===== src/rtl/scan_irq_pkg.sv =====
package scan_irq_pkg;
  typedef enum logic [1:0] {
    SEL_RELOAD_VAL = 2'd0,
    SEL_RELOAD_REQ = 2'd1,
    SEL_IRQ_OFF    = 2'd2,
    SEL_IRQ_ON     = 2'd3
  } reg_sel_e;

  typedef struct packed {
    logic set_reload;
    logic req_reload;
    logic irq_off;
    logic irq_on;
  } wr_cmd_t;
endpackage


===== src/rtl/sirq_wr_decode.sv =====
module sirq_wr_decode
  import scan_irq_pkg::*;
(
  input  logic       wr_en_i,
  input  logic [1:0] wr_sel_i,
  output wr_cmd_t    cmd_o
);
  reg_sel_e sel;
  assign sel = reg_sel_e'(wr_sel_i);

  always_comb begin
    cmd_o = '0;
    if (wr_en_i) begin
      unique case (sel)
        SEL_RELOAD_VAL: cmd_o.set_reload = 1'b1;
        SEL_RELOAD_REQ: cmd_o.req_reload = 1'b1;
        SEL_IRQ_OFF:    cmd_o.irq_off    = 1'b1;
        SEL_IRQ_ON:     cmd_o.irq_on     = 1'b1;
        default:        cmd_o            = '0;
      endcase
    end
  end
endmodule


===== src/rtl/sirq_edge_detect.sv =====
module sirq_edge_detect #(
  parameter int SYNC_STAGES = 2
) (
  input  logic clk_i,
  input  logic rst_ni,
  input  logic line_i,
  output logic rise_o
);
  logic [SYNC_STAGES-1:0] sync_q;
  logic                   prev_q;

  generate
    for (genvar i = 0; i < SYNC_STAGES; i++) begin : g_sync
      if (i == 0) begin : g_first
        always_ff @(posedge clk_i or negedge rst_ni)
          if (!rst_ni) sync_q[0] <= 1'b0;
          else         sync_q[0] <= line_i;
      end else begin : g_next
        always_ff @(posedge clk_i or negedge rst_ni)
          if (!rst_ni) sync_q[i] <= 1'b0;
          else         sync_q[i] <= sync_q[i-1];
      end
    end
  endgenerate

  always_ff @(posedge clk_i or negedge rst_ni)
    if (!rst_ni) prev_q <= 1'b0;
    else         prev_q <= sync_q[SYNC_STAGES-1];

  assign rise_o = sync_q[SYNC_STAGES-1] & ~prev_q;

  // a rising edge can never yield events on two adjacent cycles
  assert_single_event_R10: assert property (@(posedge clk_i) disable iff (!rst_ni)
    rise_o |=> !rise_o);
endmodule


===== src/rtl/sirq_count_core.sv =====
module sirq_count_core
  import scan_irq_pkg::*;
#(
  parameter int CNT_W = 8
) (
  input  logic             clk_i,
  input  logic             rst_ni,
  input  logic             evt_i,
  input  wr_cmd_t          cmd_i,
  input  logic [CNT_W-1:0] data_i,
  output logic [CNT_W-1:0] count_o,
  output logic             zero_hit_o
);
  localparam logic [CNT_W-1:0] ONE = CNT_W'(1);

  logic [CNT_W-1:0] reload_q, count_q, count_nxt;
  logic             pend_q, take_reload;

  assign take_reload = (count_q == '0) | pend_q;
  assign count_nxt   = take_reload ? reload_q : count_q - ONE;
  assign zero_hit_o  = evt_i & (count_nxt == '0);
  assign count_o     = count_q;

  always_ff @(posedge clk_i or negedge rst_ni)
    if (!rst_ni)               reload_q <= '0;
    else if (cmd_i.set_reload) reload_q <= data_i;

  // a request made in the event cycle survives for the next event
  always_ff @(posedge clk_i or negedge rst_ni)
    if (!rst_ni)               pend_q <= 1'b0;
    else if (cmd_i.req_reload) pend_q <= 1'b1;
    else if (evt_i)            pend_q <= 1'b0;

  always_ff @(posedge clk_i or negedge rst_ni)
    if (!rst_ni)    count_q <= '0;
    else if (evt_i) count_q <= count_nxt;

  assert_hold_no_event_R2: assert property (@(posedge clk_i) disable iff (!rst_ni)
    !evt_i |=> $stable(count_q));
  assert_decrement_R3: assert property (@(posedge clk_i) disable iff (!rst_ni)
    (evt_i && !pend_q && count_q != '0) |=> count_q == $past(count_q) - ONE);
  assert_zero_reloads_R4: assert property (@(posedge clk_i) disable iff (!rst_ni)
    (evt_i && count_q == '0) |=> count_q == $past(reload_q));
  assert_request_reloads_R5: assert property (@(posedge clk_i) disable iff (!rst_ni)
    (evt_i && pend_q) |=> count_q == $past(reload_q));
endmodule


===== src/rtl/sirq_irq_ctrl.sv =====
module sirq_irq_ctrl
  import scan_irq_pkg::*;
(
  input  logic    clk_i,
  input  logic    rst_ni,
  input  logic    zero_hit_i,
  input  wr_cmd_t cmd_i,
  output logic    irq_o
);
  logic en_q, irq_q;

  always_ff @(posedge clk_i or negedge rst_ni)
    if (!rst_ni)            en_q <= 1'b0;
    else if (cmd_i.irq_off) en_q <= 1'b0;
    else if (cmd_i.irq_on)  en_q <= 1'b1;

  // acknowledge wins over a hit in the same cycle
  always_ff @(posedge clk_i or negedge rst_ni)
    if (!rst_ni)                 irq_q <= 1'b0;
    else if (cmd_i.irq_off)      irq_q <= 1'b0;
    else if (zero_hit_i && en_q) irq_q <= 1'b1;

  assign irq_o = irq_q;

  assert_irq_sticky_R6: assert property (@(posedge clk_i) disable iff (!rst_ni)
    (irq_q && !cmd_i.irq_off) |=> irq_q);
  assert_off_clears_R7: assert property (@(posedge clk_i) disable iff (!rst_ni)
    cmd_i.irq_off |=> !irq_q);
  assert_no_set_when_off_R8: assert property (@(posedge clk_i) disable iff (!rst_ni)
    !en_q |=> !$rose(irq_q));
endmodule


===== src/rtl/scanline_irq_counter.sv =====
module scanline_irq_counter
  import scan_irq_pkg::*;
#(
  parameter int CNT_W       = 8,
  parameter int SYNC_STAGES = 2
) (
  input  logic             clk_i,
  input  logic             rst_ni,
  input  logic             wr_en_i,
  input  logic [1:0]       wr_sel_i,
  input  logic [CNT_W-1:0] wr_data_i,
  input  logic             vaddr_line_i,
  output logic             irq_o,
  output logic [CNT_W-1:0] count_o
);
  wr_cmd_t cmd;
  logic    evt, zero_hit;

  sirq_wr_decode u_dec (
    .wr_en_i (wr_en_i),
    .wr_sel_i(wr_sel_i),
    .cmd_o   (cmd)
  );

  sirq_edge_detect #(.SYNC_STAGES(SYNC_STAGES)) u_edge (
    .clk_i (clk_i),
    .rst_ni(rst_ni),
    .line_i(vaddr_line_i),
    .rise_o(evt)
  );

  sirq_count_core #(.CNT_W(CNT_W)) u_core (
    .clk_i     (clk_i),
    .rst_ni    (rst_ni),
    .evt_i     (evt),
    .cmd_i     (cmd),
    .data_i    (wr_data_i),
    .count_o   (count_o),
    .zero_hit_o(zero_hit)
  );

  sirq_irq_ctrl u_irq (
    .clk_i     (clk_i),
    .rst_ni    (rst_ni),
    .zero_hit_i(zero_hit),
    .cmd_i     (cmd),
    .irq_o     (irq_o)
  );
endmodule


===== config.mk =====
export PLATFORM = sky130hd
export DESIGN_NAME = scanline_irq_counter
export DESIGN_NICKNAME = d
export VERILOG_FILES = /design/src/rtl/scan_irq_pkg.sv /design/src/rtl/sirq_wr_decode.sv /design/src/rtl/sirq_edge_detect.sv /design/src/rtl/sirq_count_core.sv /design/src/rtl/sirq_irq_ctrl.sv /design/src/rtl/scanline_irq_counter.sv
export SDC_FILE = /design/constraint.sdc
export NUM_CORES = 1
export LEC_CHECK = 0
export ABC_CLOCK_PERIOD_IN_PS = 2020
export BUFFER_PORTS_ARGS = -buffer_cell sky130_fd_sc_hd__buf_2
export CAP_MARGIN = 20
export CORE_ASPECT_RATIO = 2
export CORE_UTILIZATION = 45
export DETAILED_ROUTE_END_ITERATION = 16
export PLACE_DENSITY = 0.67
export SLEW_MARGIN = 15
export SYNTH_ARGS = -nofsm -noshare
export SYNTH_HDL_FRONTEND = slang
export SYNTH_HIERARCHICAL = 1
export SYNTH_SLANG_ARGS = --single-unit

===== constraint.sdc =====
create_clock -name clk_i -period 2.02 [get_ports clk_i]
set_clock_uncertainty 0.1 [all_clocks]
set_input_delay 0.606 -clock clk_i [delete_from_list [all_inputs] [get_ports clk_i]]
set_output_delay 0.606 -clock clk_i [all_outputs]
set_load 0.1 [all_outputs]

==> flow_metrics.tcl, run 1 <==
set metrics [dict create \
    finalNetCount 152 \
    drt-wirelength-per-cell_um 15.8 \
    antenna_found_initial 0 \
    leakagePower_nw 0.646 \
    htreeDepth 1 \
    netlist-cell-type-count 41 \
    totalWireLength_mm 2.57 \
    status "finished clean" \
    placedCellCount 157 \
    drc 0 \
    irDropWorstVdd_uv 617 \
    n_antenna_cell 0 \
    drv_slew 0 \
    crit_fanout 9 \
    power_density_mw_per_mm2 1580 \
    grt_max_degree 23 \
    hpwl_mm 1.93 \
    clock_path_buffers 2 \
    initial_core_util 0.486 \
    synth_top_flop_cell "dfrtp_1" \
    fin_crit_ns 1.93 \
    place.gp.congestion 0.767 \
    setup_ws_ns 0.0874 \
    ant_nets 0 \
    ys_ff_latch 22 \
    synth_area_leaders "dfrtp_1 47%, mux2_2 7.7%, o21ai_0 3.4%, mux2i_1 2.6%, inv_1 2.6%" \
    clk_pin_slew_ns 0.08 \
    tightestPinTransition_ns 0.488 \
    layout_commonest_cell "buf_2" \
    max_cap_viol_count 0 \
    worst-endpoint-arrival_ns 1.23 \
    num_rows 25 \
    io_pins 23 \
    synthArstFlopShare 1.00 \
    critPathKind "flop to primary output" \
    yosysTopAreaCellShare 0.471 \
    place_ws_ns 0.0935 \
    min_path_type "input pin to asynchronous set/reset pin" \
    ys_seq_area_frac 0.471 \
    final_area_mm2 0.00142 \
    first_global_vias 917 \
    finalSetupViolations 0 \
    cp.required_ns 1.31 \
    cts_tree "done" \
    layout_common_cells "22 x buf_2, 15 x dfrtp_1, 8 x o21ai_0, 8 x mux2_2" \
    cp-start-kind "flop" \
    clock_sinks 22 \
    hold_buffers 0 \
    period_share 0.957 \
    die_w_um 38.1 \
    vias 932 \
    final_util 0.591 \
    grt_pass1_wl_mm 4.21 \
    dieArea_mm2 0.00282 \
    portBuffers 22 \
    syn_avg_cell_area_um2 10.6 \
    stdcell_count 162 \
    yosysWarnings 6 \
    insertion_delay_ns 0.26 \
    rsz0062_at_grt "false" \
    netlist_area_mm2 0.00117 \
    synth_enable_flop_cells 0 \
    die_y_um 74.1 \
    regArea_um2 567 \
    hold_viol_final 0 \
    n_fill_cell 208 \
    track_usage 0.209 \
    coreArea_mm2 0.00241 \
    multi_input_area_um2 582 \
    power_w 0.00225 \
    syn_to_final_growth_pct 21.7 \
    endpoint_kind "primary output" \
    cts_made_buffers 3 \
    cts-root-buf "clkbuf_8" \
    drive_gt1_frac 0.422 \
    placedInstanceArea_mm2 0.00132 \
    synth_fp_nets 126 \
    drt_iter0_drc 17 \
    timing.fmax_mhz 517 \
    yosysTopAreaCell "dfrtp_1" \
    vias_per_cell 5.75 \
    maxSlewHeadroom 0.677 \
    syn_inst 110 \
    overflow 0 \
    drt-pass1-iter-count 4 \
]
what timing repair did:
item,in CTS,in global routing
resized for setup,0,3
buffers inserted,0,1
endpoints found under the setup margin,0,2
final cells by class:
cell class / count / area share
tap: 27 / 0.0237
timing repair buffer: 26 / 0.0984
sequential: 22 / 0.398
multi-input combinational: 75 / 0.409
inverter: 8 / 0.0211
clock inverter: 1 / 0.0211
clock buffer: 3 / 0.0290
worst max-delay path: stages, from the launching register on:
cell and delay [ns]:
dfrtp_2 0.38, buf_4 0.16, buf_2 0.43
metrics by stage:
| step | hold slack [ns] | setup TNS [ns] |
|---|---|---|
| 5_1_grt | 0.233 | 0 |
| 6_report | 0.192 | 0 |
| 3_5_place_dp | 0.250 | 0 |
| 3_3_place_gp | 0.233 | 0 |
| 2_1_floorplan | 0.210 | -0.0700 |
| 4_1_cts | 0.212 | 0 |
synth_stat cells, types with 2 or more instances:
cell type	instances
mux2_2	8
a21oi_1	5
nor2_1	7
o21ai_0	8
clkbuf_1	2
nor3_1	4
nand3_1	2
nand4_1	2
inv_1	8
and3b_1	2
ha_1	2
buf_6	2
dfrtp_1	22
a22oi_1	3
nor4b_1	2
nor4_1	3
nand2_1	2
mux2i_1	3
where the power goes:
part	total (W)	internal [W]	switching (W)
Clock	0.000407	0.000264	0.000142
Sequential	0.000767	0.000576	0.000191
Combinational	0.00107	0.000274	0.000799
sequential cells by signal (all words and copies together), names as in the netlist:
name and flops:
u_core/reload_q 8, u_irq/en_q 1, u_edge/prev_q 1, u_irq/irq_o 1, u_core/pend_q 1, u_core/count_o 8, u_edge/sync_q 2
path summary, 6_finish.rpt:
kind                                     end  cells past startpoint  slack [ns]              start
max reg2reg                u_core/count_o[6]                      6        0.10  u_core/count_o[1]
min                        u_core/count_o[2]                      1        0.19             rst_ni
min in group clk_i          u_edge/sync_q[1]                      0        0.27   u_edge/sync_q[0]
max                               count_o[3]                      2        0.09  u_core/count_o[3]
min reg2reg                 u_edge/sync_q[1]                      0        0.27   u_edge/sync_q[0]
max in group asynchronous  u_core/count_o[1]                      1        1.27             rst_ni
cells by family (layout without fill, tap and decap cells):
group | Yosys count | after routing | synth area share
flops | 22 | 22 | 0.471
xor+xnor | 1 | 1 | 0.00749
buf+inv | 13 | 38 | 0.0556
compound gates | 27 | 27 | 0.151
simple gates | 34 | 34 | 0.191
fa+ha+maj | 2 | 2 | 0.0214
mux | 11 | 11 | 0.103
per-layer routing:
layer	vias to the layer above	GRT usage	wire length, um
met4	0	0.107	69
li1	453	-	-
met1	453	0.237	976
met5	-	0	0
met2	22	0.365	1460
met3	4	0.0269	63
Power figures use the tool's default switching activity.
==> run 2: changes to the inputs <==
--- a/config.mk
+++ b/config.mk
@@ -9,9 +9,10 @@
 export BUFFER_PORTS_ARGS = -buffer_cell sky130_fd_sc_hd__buf_2
 export CAP_MARGIN = 20
 export CORE_ASPECT_RATIO = 2
-export CORE_UTILIZATION = 45
+export CORE_UTILIZATION = 29
+export CTS_CLUSTER_DIAMETER = 40
 export DETAILED_ROUTE_END_ITERATION = 16
-export PLACE_DENSITY = 0.67
+export RECOVER_POWER = 100
 export SLEW_MARGIN = 15
 export SYNTH_ARGS = -nofsm -noshare
 export SYNTH_HDL_FRONTEND = slang
==> flow_metrics.tcl, run 2 (synthesized netlist as in run 1, its figures left out) <==
set metrics [dict create \
    drc 0 \
    ant_nets 0 \
    final_util 0.372 \
    syn_to_final_growth_pct 22.4 \
    p_int_w 0.00103 \
    clk_pin_slew_ns 0.08 \
    placedCellCount 182 \
    max_cap_viol_count 0 \
    drt-wirelength-per-cell_um 14.8 \
    power_density_mw_per_mm2 1510 \
    layout_common_cells "16 x buf_2, 15 x dfrtp_1, 8 x o21ai_0, 8 x mux2_2" \
    status "finished clean" \
    regArea_um2 567 \
    crit_fanout 5 \
    cp.required_ns 2.07 \
    irDropWorstVdd_uv 531 \
    totalWireLength_mm 2.77 \
    layout_commonest_cell "buf_2" \
    place.gp.congestion 0.827 \
    finalSetupViolations 0 \
    cp-start-kind "flop" \
    stdcell_count 187 \
    cts-root-buf "clkbuf_8" \
    num_rows 32 \
    finalNetCount 153 \
    p_sw_frac 0.524 \
    clock_sinks 22 \
    worst_hold_slack_ns 0.255 \
    drt_iter0_drc 18 \
    drt-pass1-iter-count 4 \
    die_y_um 91.8 \
    fin_crit_ns 1.94 \
    setup-tns-final_ns 0 \
    overflow 0 \
    place_ws_ns 0.0642 \
    p_seq_frac 0.360 \
    n_antenna_cell 0 \
    cp_slowest_stage_delay_ns 0.50 \
    cts_tree "done" \
    leakagePower_nw 0.629 \
    dieArea_mm2 0.00431 \
    insertion_delay_ns 0.26 \
    die_w_um 46.9 \
    min_path_type "flop to flop" \
    track_usage 0.149 \
    timing.fmax_mhz 514 \
    min-delay-start "u_edge/sync_q[0]" \
    path_buf_inv 0 \
    grt_max_degree 23 \
    critPathKind "flop to flop" \
    period_share 0.963 \
    n_fill_cell 417 \
    vias 948 \
    hold_viol_final 0 \
    p_sw_w 0.00113 \
    portBuffers 22 \
    vias_per_cell 5.07 \
    first_global_vias 998 \
    rsz0062_at_grt "true" \
    crit_chain "or3_4 -> or4_4 -> nand4_1 -> a21oi_1 -> a21oi_1 -> nor2_1" \
    power_frac_comb 0.497 \
    hpwl_mm 2.15 \
    initial_core_util 0.304 \
    hold_buffers 0 \
    clockPowerShare 0.143 \
    critPathTopFamily "simple AND/OR/NAND/NOR gates" \
    cp_common_cell "a21oi_1" \
    drive_gt1_frac 0.404 \
    io_pins 23 \
    setup_ws_ns 0.0751 \
    tightestPinTransition_ns 1.17 \
    drv_slew 0 \
    r2r-start "u_core/count_o[1]" \
    maxSlewHeadroom 0.218 \
    htreeDepth 1 \
    slowest_stage "dfrtp_4" \
    antenna_found_initial 0 \
    worst-endpoint-arrival_ns 2.00 \
    multi_input_area_um2 572 \
    grt_pass1_wl_mm 4.64 \
    cts_made_buffers 3 \
    clock_path_buffers 2 \
    endpoint_kind "flop" \
    crit_start "u_core/count_o[1]" \
    coreArea_mm2 0.00384 \
]
run 2: timing repair:
item	4_1_cts	5_1_grt
buffers inserted	0	1
resized for setup	0	4
endpoints found under the setup margin	0	5
run 2: worst register-to-register path, cell delays in order (launching register included):
cell     delay, ns
dfrtp_4       0.50
or3_4         0.43
or4_4         0.44
nand4_1       0.11
a21oi_1       0.07
a21oi_1       0.14
nor2_1        0.05
run 2: metrics by stage:
stage | instance area, um2 | power [W]
floorplan | 1190 | 0.00163
global route | 1430 | 0.00228
global placement | 1360 | 0.00181
CTS | 1420 | 0.00214
detailed placement | 1360 | 0.00183
finish | 1430 | 0.00216
run 2: power by group through the flow:
stage	clock network [W]	registers, W	logic (W)
after global placement	0	0.000767	0.00104
after CTS	0.000320	0.000765	0.00105
after floorplan	0	0.00123	0.000402
final	0.000309	0.000777	0.00107
after detailed placement	0	0.000774	0.00105
after global routing	0.000348	0.000800	0.00113
run 2: layer usage:
| layer | vias to the layer above | part of all wire | track usage |
|---|---|---|---|
| li1 | 454 | - | - |
| met1 | 462 | 0.36 | 0.153 |
| met2 | 24 | 0.58 | 0.258 |
| met3 | 8 | 0.031 | 0.0217 |
| met4 | 0 | 0.034 | 0.0905 |
| met5 | - | 0 | 0 |
run 2: cell type report:
class                      count  area share
clock buffer                   4      0.0385
inverter                       8      0.0210
multi-input combinational     75       0.399
sequential                    22       0.396
tap                           51      0.0446
timing repair buffer          27       0.101
run 2: worst paths after layout:
| path | cells past startpoint | slack (ns) | to |
|---|---|---|---|
| max in group asynchronous | 1 | 0.52 | u_core/count_o[1] |
| worst max-delay path | 6 | 0.08 | u_irq/irq_o |
| worst max register to register | 6 | 0.08 | u_irq/irq_o |
| min in group asynchronous | 1 | 0.46 | u_edge/sync_q[1] |
| worst min-delay path | 0 | 0.25 | u_edge/sync_q[1] |
| worst min register to register | 0 | 0.25 | u_edge/sync_q[1] |
